--- src/rtl/mclk_pkg.sv ---
package mclk_pkg;

   // Reload choice for the next regenerated bit period
   typedef enum logic [1:0] {
      STEP_HOLD  = 2'd0,
      STEP_EARLY = 2'd1,
      STEP_LATE  = 2'd2
   } step_e;

endpackage

--- src/rtl/mclk_edge_finder.sv ---
// Searches a one-bit-long sample window for the edge nearest its middle.
module mclk_edge_finder #(
   parameter int OSR = 32
) (
   input  logic [OSR-1:0]                      win,
   output logic                                found,
   output logic signed [$clog2(OSR/2):0]       offset,
   output logic                                data
);
   localparam int HALF  = OSR / 2;
   localparam int LIMIT = OSR / 4 - 1;
   localparam int OFS_W = $clog2(HALF) + 1;

   logic [OSR-1:0] edge_at;

   assign edge_at[0] = 1'b0;

   genvar g;
   generate
      for (g = 1; g < OSR; g++) begin : g_edge
         assign edge_at[g] = win[g] ^ win[g-1];
      end
   endgenerate

   // Walk outward-in so the nearest edge overwrites farther ones; the
   // older side is tested last at each distance so it wins a tie.
   always_comb begin
      found  = 1'b0;
      offset = '0;
      data   = win[HALF-1];
      for (int r = LIMIT; r >= 0; r--) begin
         if (edge_at[HALF-r]) begin
            found  = 1'b1;
            offset = -(OFS_W'(r));
            data   = win[HALF-r-1];
         end
         if (edge_at[HALF+r]) begin
            found  = 1'b1;
            offset = OFS_W'(r);
            data   = win[HALF+r-1];
         end
      end
   end

endmodule

--- src/rtl/mclk_phase_ctr.sv ---
// Regenerated bit-period counter with a one-sample reload nudge.
module mclk_phase_ctr
   import mclk_pkg::*;
#(
   parameter int OSR = 32
) (
   input  logic  clk,
   input  logic  rst,
   input  step_e step,
   output logic  boundary
);
   localparam int CW = $clog2(OSR + 1);

   logic [CW-1:0] cnt;
   logic [CW-1:0] reload;

   assign boundary = (cnt == '0);

   always_comb begin
      case (step)
         STEP_EARLY: reload = CW'(OSR - 2);
         STEP_LATE:  reload = CW'(OSR);
         default:    reload = CW'(OSR - 1);
      endcase
   end

   always_ff @(posedge clk) begin
      if (rst)
         cnt <= CW'(OSR - 1);
      else if (boundary)
         cnt <= reload;
      else
         cnt <= cnt - CW'(1);
   end

endmodule

--- src/rtl/mclk_lock_trk.sv ---
// Run-length lock qualifier driven by the per-bit edge offset.
module mclk_lock_trk #(
   parameter int OFS_W      = 5,
   parameter int LOCK_RUN   = 8,
   parameter int UNLOCK_RUN = 4,
   parameter int NEAR       = 1,
   parameter int FAR        = 3
) (
   input  logic                    clk,
   input  logic                    rst,
   input  logic                    eval,
   input  logic                    found,
   input  logic signed [OFS_W-1:0] offset,
   output logic                    locked
);
   localparam int GW = $clog2(LOCK_RUN + 1);
   localparam int BW = $clog2(UNLOCK_RUN + 1);

   logic [GW-1:0]    good_run;
   logic [BW-1:0]    bad_run;
   logic [OFS_W-1:0] mag;
   logic             is_good;
   logic             is_bad;

   assign mag     = offset[OFS_W-1] ? OFS_W'(-offset) : OFS_W'(offset);
   assign is_good = found && (int'(mag) <= NEAR);
   assign is_bad  = !found || (int'(mag) > FAR);

   always_ff @(posedge clk) begin
      if (rst) begin
         good_run <= '0;
         bad_run  <= '0;
         locked   <= 1'b0;
      end else if (eval) begin
         if (is_good) begin
            bad_run <= '0;
            if (good_run != GW'(LOCK_RUN))
               good_run <= good_run + GW'(1);
            if (good_run >= GW'(LOCK_RUN - 1))
               locked <= 1'b1;
         end else if (is_bad) begin
            good_run <= '0;
            if (bad_run != BW'(UNLOCK_RUN))
               bad_run <= bad_run + BW'(1);
            if (bad_run >= BW'(UNLOCK_RUN - 1))
               locked <= 1'b0;
         end else begin
            good_run <= '0;
            bad_run  <= '0;
         end
      end
   end

endmodule

--- src/rtl/mclk_recovery.sv ---
module mclk_recovery
   import mclk_pkg::*;
#(
   parameter int OSR        = 32,
   parameter int LOCK_RUN   = 8,
   parameter int UNLOCK_RUN = 4,
   parameter int NEAR       = 1,
   parameter int FAR        = 3
) (
   input  logic clk,
   input  logic rst,
   input  logic line_in,
   output logic bit_stb,
   output logic bit_val,
   output logic locked
);
   localparam int HALF  = OSR / 2;
   localparam int OFS_W = $clog2(HALF) + 1;

   generate
      if (!(OSR == 8 || OSR == 32)) begin : g_bad_osr
         $error("mclk_recovery: OSR must be 8 or 32");
      end
      if (LOCK_RUN < 1 || UNLOCK_RUN < 1) begin : g_bad_run
         $error("mclk_recovery: run lengths must be at least 1");
      end
      if (NEAR > FAR) begin : g_bad_band
         $error("mclk_recovery: NEAR must not exceed FAR");
      end
   endgenerate

   logic [OSR-1:0]          window;
   logic                    boundary;
   logic                    edge_found;
   logic signed [OFS_W-1:0] edge_ofs;
   logic                    edge_data;
   step_e                   step;

   // Newest sample enters at index 0
   always_ff @(posedge clk) begin
      if (rst)
         window <= '0;
      else
         window <= {window[OSR-2:0], line_in};
   end

   mclk_edge_finder #(.OSR(OSR)) u_find (
      .win    (window),
      .found  (edge_found),
      .offset (edge_ofs),
      .data   (edge_data)
   );

   // Older-than-centre edge: boundary is late, pull it in
   always_comb begin
      step = STEP_HOLD;
      if (edge_found && edge_ofs != '0)
         step = edge_ofs[OFS_W-1] ? STEP_LATE : STEP_EARLY;
   end

   mclk_phase_ctr #(.OSR(OSR)) u_phase (
      .clk      (clk),
      .rst      (rst),
      .step     (step),
      .boundary (boundary)
   );

   mclk_lock_trk #(
      .OFS_W      (OFS_W),
      .LOCK_RUN   (LOCK_RUN),
      .UNLOCK_RUN (UNLOCK_RUN),
      .NEAR       (NEAR),
      .FAR        (FAR)
   ) u_lock (
      .clk    (clk),
      .rst    (rst),
      .eval   (boundary),
      .found  (edge_found),
      .offset (edge_ofs),
      .locked (locked)
   );

   always_ff @(posedge clk) begin
      if (rst) begin
         bit_stb <= 1'b0;
         bit_val <= 1'b0;
      end else begin
         bit_stb <= boundary;
         if (boundary)
            bit_val <= edge_data;
      end
   end

endmodule

--- config.mk ---
export PLATFORM = sky130hd
export DESIGN_NAME = mclk_recovery
export DESIGN_NICKNAME = d
export VERILOG_FILES = /design/src/rtl/mclk_pkg.sv /design/src/rtl/mclk_edge_finder.sv /design/src/rtl/mclk_phase_ctr.sv /design/src/rtl/mclk_lock_trk.sv /design/src/rtl/mclk_recovery.sv
export SDC_FILE = /design/constraint.sdc
export NUM_CORES = 1
export LEC_CHECK = 0
export ABC_CLOCK_PERIOD_IN_PS = 3700
export CORE_MARGIN = 2
export CORE_UTILIZATION = 60
export DETAILED_ROUTE_END_ITERATION = 6
export GPL_TIMING_DRIVEN = 1
export PLACE_DENSITY = 0.87
export SLEW_MARGIN = 20
export SYNTH_ARGS = -nofsm -noshare
export SYNTH_HDL_FRONTEND = slang
export SYNTH_HIERARCHICAL = 1
export SYNTH_SLANG_ARGS = --single-unit
--- constraint.sdc ---
create_clock -name clk -period 3.7 [get_ports clk]
set_input_delay 0.74 -clock clk [delete_from_list [all_inputs] [get_ports clk]]
set_output_delay 0.74 -clock clk [all_outputs]
set_load 0.1 [all_outputs]
# --- Word-level counts from Yosys, hierarchy flattened ---
# Index checks and enable logic that the tools add are counted.
word_totals:
  regBits: 40
  latch_bits: 0
  wordCells: 107
  mem_bits_rw: 0
  mem_bits_ro: 0
  memories: 0
op_classes:
  magnitude_cmp: 4
  n_mul: 0
  div_mod_pow: 0
  n_eq_ne: 7
  reduce_logical: 11
  muxes: 59
  shifts: 0
  n_bitwise: 15
  addsub: 4
op_table:
  columns: ["operator", "n"]
  rows:
  - ["5-bit two-way mux", 16]
  - ["1-bit two-way mux", 34]
  - ["1-bit bitwise XOR", 15]
  - ["6-bit one-hot mux with 2 select lines", 1]
  - ["3-bit two-way mux", 3]
  - ["4-bit two-way mux", 2]
  - ["6-bit zero test", 1]
  - ["6-bit two-way mux", 1]
  - ["6-bit by 1-bit subtractor with 6-bit output, second input constant", 1]
  - ["5-bit by 2-bit > comparator with 1-bit output, second input constant", 1]
  - ["5-bit by 1-bit <= comparator with 1-bit output, second input constant", 1]
  - ["5-bit negator", 1]
  - ["5-bit nonzero test", 1]
  - ["4-bit by 1-bit adder with 4-bit output, second input constant", 1]
  - ["4-bit by 3-bit greater-or-equal comparator with 1-bit output, second input constant", 1]
  - ["2-bit two-way mux", 2]
  - ["2-bit inequality test, second input constant", 2]
  - ["4-bit inequality test, second input constant", 1]
  - ["2-bit AND reduction", 2]
  - ["4-bit AND reduction", 1]
  - ["2-bit nonzero test", 2]
  - ["3-bit by 1-bit adder with 3-bit output, second input constant", 1]
  - ["3-bit by 2-bit greater-or-equal comparator with 1-bit output, second input constant", 1]
  - ["3-bit by 2-bit inequality test with 1-bit output, second input constant", 1]
  - ["6 further kinds", 7]

# --- Longest topological paths before layout ---
depth:
  word_depth: 22
  mapped_depth: 13

# --- By module ---
# Netlist, hierarchy kept.
modules_own_cells:
  columns: ["module", "area_each_um2", "cells_each", "instances"]
  rows:
  - ["mclk_recovery", 964.7, 75, 1]
  - ["mclk_edge_finder", 752.0, 127, 1]
  - ["mclk_lock_trk", 676.9, 75, 1]
  - ["mclk_phase_ctr", 384.1, 43, 1]

# --- Worst setup path before layout ---
# Ideal clock, no wire load.
synth_path:
  path_type: "reg-to-reg"
  from: "register window[12]"
  to: "register u_lock.bad_run[0]"
  arrival_ps: 2615
  path_stages_with_launch: 13
  setup_ps: 121
  path_slack_ps: 965
  period_less_slack_ps: 2735
  path_cell_list: "dfxtp_1 > clkbuf_1 > nand2_1 > nand2_1 > o221a_2 > o21ai_0 > a21boi_0 > inv_1 > ha_1 > o41a_1 > o21ai_4 > and4_1 > nor4_2"
synth_between:
  elab_chain_cells: 16
synth_lines:
  columns: ["element", "line_no", "source"]
  rows:
  - ["start: declaration", "mclk_recovery.sv:32", "logic [OSR-1:0] window;"]
  - ["start signal: assignment", "mclk_recovery.sv:44", "window <= {window[OSR-2:0], line_in};"]
  - ["1-bit bitwise XOR", "mclk_edge_finder.sv:21", "assign edge_at[g] = win[g] ^ win[g-1];"]
  - ["5-bit two-way mux", "mclk_edge_finder.sv:32", "if (edge_at[HALF-r]) begin"]
  - ["5-bit two-way mux", "mclk_edge_finder.sv:37", "if (edge_at[HALF+r]) begin"]
  - ["5-bit two-way mux *", "mclk_edge_finder.sv:32", null]
  - ["5-bit two-way mux *", "mclk_edge_finder.sv:37", null]
  - ["5-bit two-way mux *", "mclk_edge_finder.sv:32", null]
  - ["5-bit two-way mux *", "mclk_edge_finder.sv:37", null]
  - ["5-bit two-way mux *", "mclk_edge_finder.sv:32", null]
  - ["5-bit two-way mux * (2 in series)", "mclk_edge_finder.sv:37", null]
  - ["named net edge_ofs[1]", "mclk_recovery.sv:35", "logic signed [OFS_W-1:0] edge_ofs;"]
  - ["5-bit negator", "mclk_lock_trk.sv:25", "assign mag = offset[OFS_W-1] ? OFS_W'(-offset) : OFS_W'(offset);"]
  - ["5-bit two-way mux *", "mclk_lock_trk.sv:25", null]
  - ["5-bit by 2-bit > comparator with 1-bit output / 5-bit by 1-bit <= comparator with 1-bit output (equally long branches)", "mclk_lock_trk.sv:27, mclk_lock_trk.sv:26", null]
  - ["1-bit logical OR / 1-bit logical AND (equally long branches)", "mclk_lock_trk.sv:27, mclk_lock_trk.sv:26", null]
  - ["3-bit by 2-bit inequality test with 1-bit output (no line) / 3-bit two-way mux (equally long branches)", null, null]
  - ["2-bit AND reduction (no line) / 3-bit two-way mux (equally long branches)", null, null]
  - ["end signal: assignment", "mclk_lock_trk.sv:44", "bad_run <= bad_run + BW'(1);"]
  - ["end: declaration", "mclk_lock_trk.sv:20", "logic [BW-1:0] bad_run;"]
# Mark *: on every way through the listed nets, which the timed path passes. The rest lies on a longest branch.
# A chain may end at the register's enable or synchronous reset.

# --- Final worst setup path ---
layout_path:
  from: "register window[11]"
  to: "register u_lock.bad_run[2]"
layout_between:
  elab_chain_cells: 18
layout_lines:
  columns: ["element", "line_no"]
  rows:
  - ["1-bit bitwise XOR", "mclk_edge_finder.sv:21"]
  - ["5-bit two-way mux", "mclk_edge_finder.sv:32"]
  - ["5-bit two-way mux", "mclk_edge_finder.sv:37"]
  - ["5-bit two-way mux *", "mclk_edge_finder.sv:32"]
  - ["5-bit two-way mux *", "mclk_edge_finder.sv:37"]
  - ["5-bit two-way mux *", "mclk_edge_finder.sv:32"]
  - ["5-bit two-way mux *", "mclk_edge_finder.sv:37"]
  - ["5-bit two-way mux *", "mclk_edge_finder.sv:32"]
  - ["(+2 left out)", null]
  - ["5-bit two-way mux * (2 in series)", "mclk_edge_finder.sv:37"]
  - ["named net edge_ofs[1]", "mclk_recovery.sv:35"]
  - ["5-bit negator", "mclk_lock_trk.sv:25"]
  - ["5-bit two-way mux *", "mclk_lock_trk.sv:25"]
  - ["5-bit by 2-bit > comparator with 1-bit output / 5-bit by 1-bit <= comparator with 1-bit output (equally long branches)", "mclk_lock_trk.sv:27, mclk_lock_trk.sv:26"]
  - ["1-bit logical OR / 1-bit logical AND (equally long branches)", "mclk_lock_trk.sv:27, mclk_lock_trk.sv:26"]
  - ["3-bit by 2-bit inequality test with 1-bit output (no line) / 3-bit two-way mux (equally long branches)", null]
  - ["2-bit AND reduction (no line) / 3-bit two-way mux (equally long branches)", null]
# Marks and branches as above.

==> impl_metrics.csv <==
group,metric,value,unit
outcome,status,"finished, final reports clean",
grt,grt_pass1_vias,1933,
place,placed_area,0.00257,mm²
timing,period_share,0.876,
clock_tree,insertion_delay,290,ps
place,place.gp.congestion,0.880,
routing,routed_wl,4.99,mm
clock_tree,postCtsSetupBuffers,0,
routing,viasPerCell,6.08,
floorplanning,die_h,69.3,µm
clock_tree,cts.htree.levels,2,
floorplanning,core_area,0.00406,mm²
final_layout,fin_cells,350,
routing,avgRoutedWirePerCell,14.3,µm
setup_path,cp_cell_sequence,"nand2_1 > nand2_1 > o221a_2 > o21ai_0 > a21boi_0 > inv_1 > ha_1 > o41a_1 > o21ai_4 > and4_1 > nor3_1",
pwr,p_sw,0.180,mW
setup_path,cp_common_cell,"nand2_1",
yosys,synthesis.nets,317,
clock_tree,cts-resized-gates,0,
setup_path,crit_path_start_kind,"flip-flop",
pwr,clockPowerShare,0.434,
final_layout,final_area,0.00268,mm²
yosys,ys_warn_count,6,
floorplanning,ios,6,
yosys,syn_inst,304,
floorplanning,dieArea,0.00481,mm²
routing,drt-pass1-iter-count,4,
timing,finClkSkew,5.72,ps
clock_tree,root_buffer,"clkbuf_8",
pwr,static-leakage-power,1.04,nW
hold_path,min_path_type,"flip-flop to flip-flop",
job,maxCapViolCount,0,
timing,setup_viol,0,
grt,grt_max_degree,27,
pwr,power.total,0.832,mW
setup_path,crit_family,"compound AO/OA/AOI/OAI gates",
timing,min_period,3240,ps
setup_path,critPathBufInv,1,
routing,drt_iter0_drc,103,
grt,grt_overflow,0,
pwr,swShare,0.217,
clock_tree,cts_made_buffers,5,
setup_path,path_class,"flip-flop to flip-flop",
routing,ant_nets,0,
setup_path,crit_slowest_cell,"dfxtp_1",
timing,rsz0062_at_grt,"no",
setup_path,worst_path_largest_cell_delay,640,ps
grt,grt_usage,0.213,
clock_tree,cts_num_sinks,40,
final_layout,antennaDiodeCount,0,
place,dp_hpwl,3.52,mm
floorplanning,start_util,0.631,
grt,grt_pass1_wl,8.59,mm
pwr,peakVddDrop,251,µV
setup_path,worstSetupEndpointType,"flip-flop",
final_layout,drive_gt1_frac,0.113,
timing,hold_viol,0,
place,port_buffers,5,
timing,tightest_slew,971,ps
place,place_inst,342,
timing,holdWs,444,ps
final_layout,nets,312,
clock_tree,cts_tree,"done",
timing,max_freq,309,MHz
pwr,power.share.combinational,0.036,
yosys,syn_area,0.00256,mm²
timing,final.setup.tns,0,ps
clock_tree,clk_pin_slew,80,ps
floorplanning,die_w,69.3,µm
floorplanning,rows,23,
clock_tree,clk_path_buf_depth,2,
final_layout,area_delta_synth_final,4.84,%
pwr,seqPwrFrac,0.530,
pwr,power.internal,0.651,mW
grt,antenna_found_initial,0,
clock_tree,holdBufCountCts,0,
final_layout,nFillCells,331,
setup_path,arrival,3400,ps
routing,route.detailed.drc,0,
timing,drv_slew,0,
yosys,syn_area_per_cell,8.42,µm²
setup_path,worstPathRequired,3860,ps
setup_path,cp_max_fo,16,
routing,vias,2127,
timing,relSlewSlack,0.351,
pwr,p_per_area,310,mW/mm²
[placed cells by master, fill, tap and decap left out, drive strengths merged, types with 2 or more instances in the layout]
cell type / n
nor3b: 5
nand4b: 2
and3: 4
o221ai: 3
a2bb2oi: 2
nand3: 8
nor2b: 30
a31oi: 5
a211oi: 4
o211ai: 4
clkbuf: 5
nor2: 22
a22oi: 2
dfxtp: 40
o21ai: 15
xor2: 5
nand2b: 7
nand4: 5
a211o: 3
clkdlybuf4s50: 5
o31a: 2
or3b: 2
xnor2: 7
nor3: 9
and2: 3
or3: 3
ha: 10
and2b: 2
nor4: 6
a21oi: 17
inv: 24
nand2: 14
[path summary, 6_finish.rpt]
kind	startpoint	cells past startpoint	slack, ps	endpoint
min reg2reg	window[6]	1	440	window[7]
max reg2reg	window[11]	11	460	u_lock/bad_run[2]
max	window[11]	11	460	u_lock/bad_run[2]
min	window[6]	1	440	window[7]
[metal layers]
metal | wire (µm) | vias up | GRT usage
met2 | 2480 | 56 | 0.354
met1 | 2220 | 996 | 0.277
met5 | 0 | - | 0
met3 | 193 | 12 | 0.0451
met4 | 98 | 0 | 0.0697
li1 | - | 1063 | -
[state kept, by name (all words and copies together) (netlist names)]
register,flops
u_lock/bad_run,3
u_lock/good_run,4
u_lock/locked,1
bit_val,1
u_phase/cnt,6
window,24
bit_stb,1
[stage by stage]
stage	util	worst slack, ps
after detailed placement	0.633	516
after global placement	0.633	675
after floorplan	-	965
final	0.661	459
after global routing	0.661	239
after CTS	0.661	485
[area by class of cell]
type	instances	area, µm²	area share
multi-input combinational	223	1560	0.582
clock inverter	3	46.3	0.0172
inverter	23	86.3	0.0322
timing repair buffer	6	57.6	0.0214
tap	50	62.6	0.0233
clock buffer	5	68.8	0.0256
sequential	40	801	0.298
[power by group through the flow]
| stage | Combinational [mW] | Clock (mW) | Sequential (mW) |
|---|---|---|---|
| 6_report | 0.0296 | 0.361 | 0.441 |
| 5_1_grt | 0.0337 | 0.389 | 0.442 |
| 4_1_cts | 0.0299 | 0.371 | 0.441 |
| 3_5_place_dp | 0.0298 | 0 | 0.451 |
| 3_3_place_gp | 0.0286 | 0 | 0.451 |
| 2_1_floorplan | 0.0230 | 0 | 0.450 |
No activity file was read; power rests on OpenSTA's default activity.
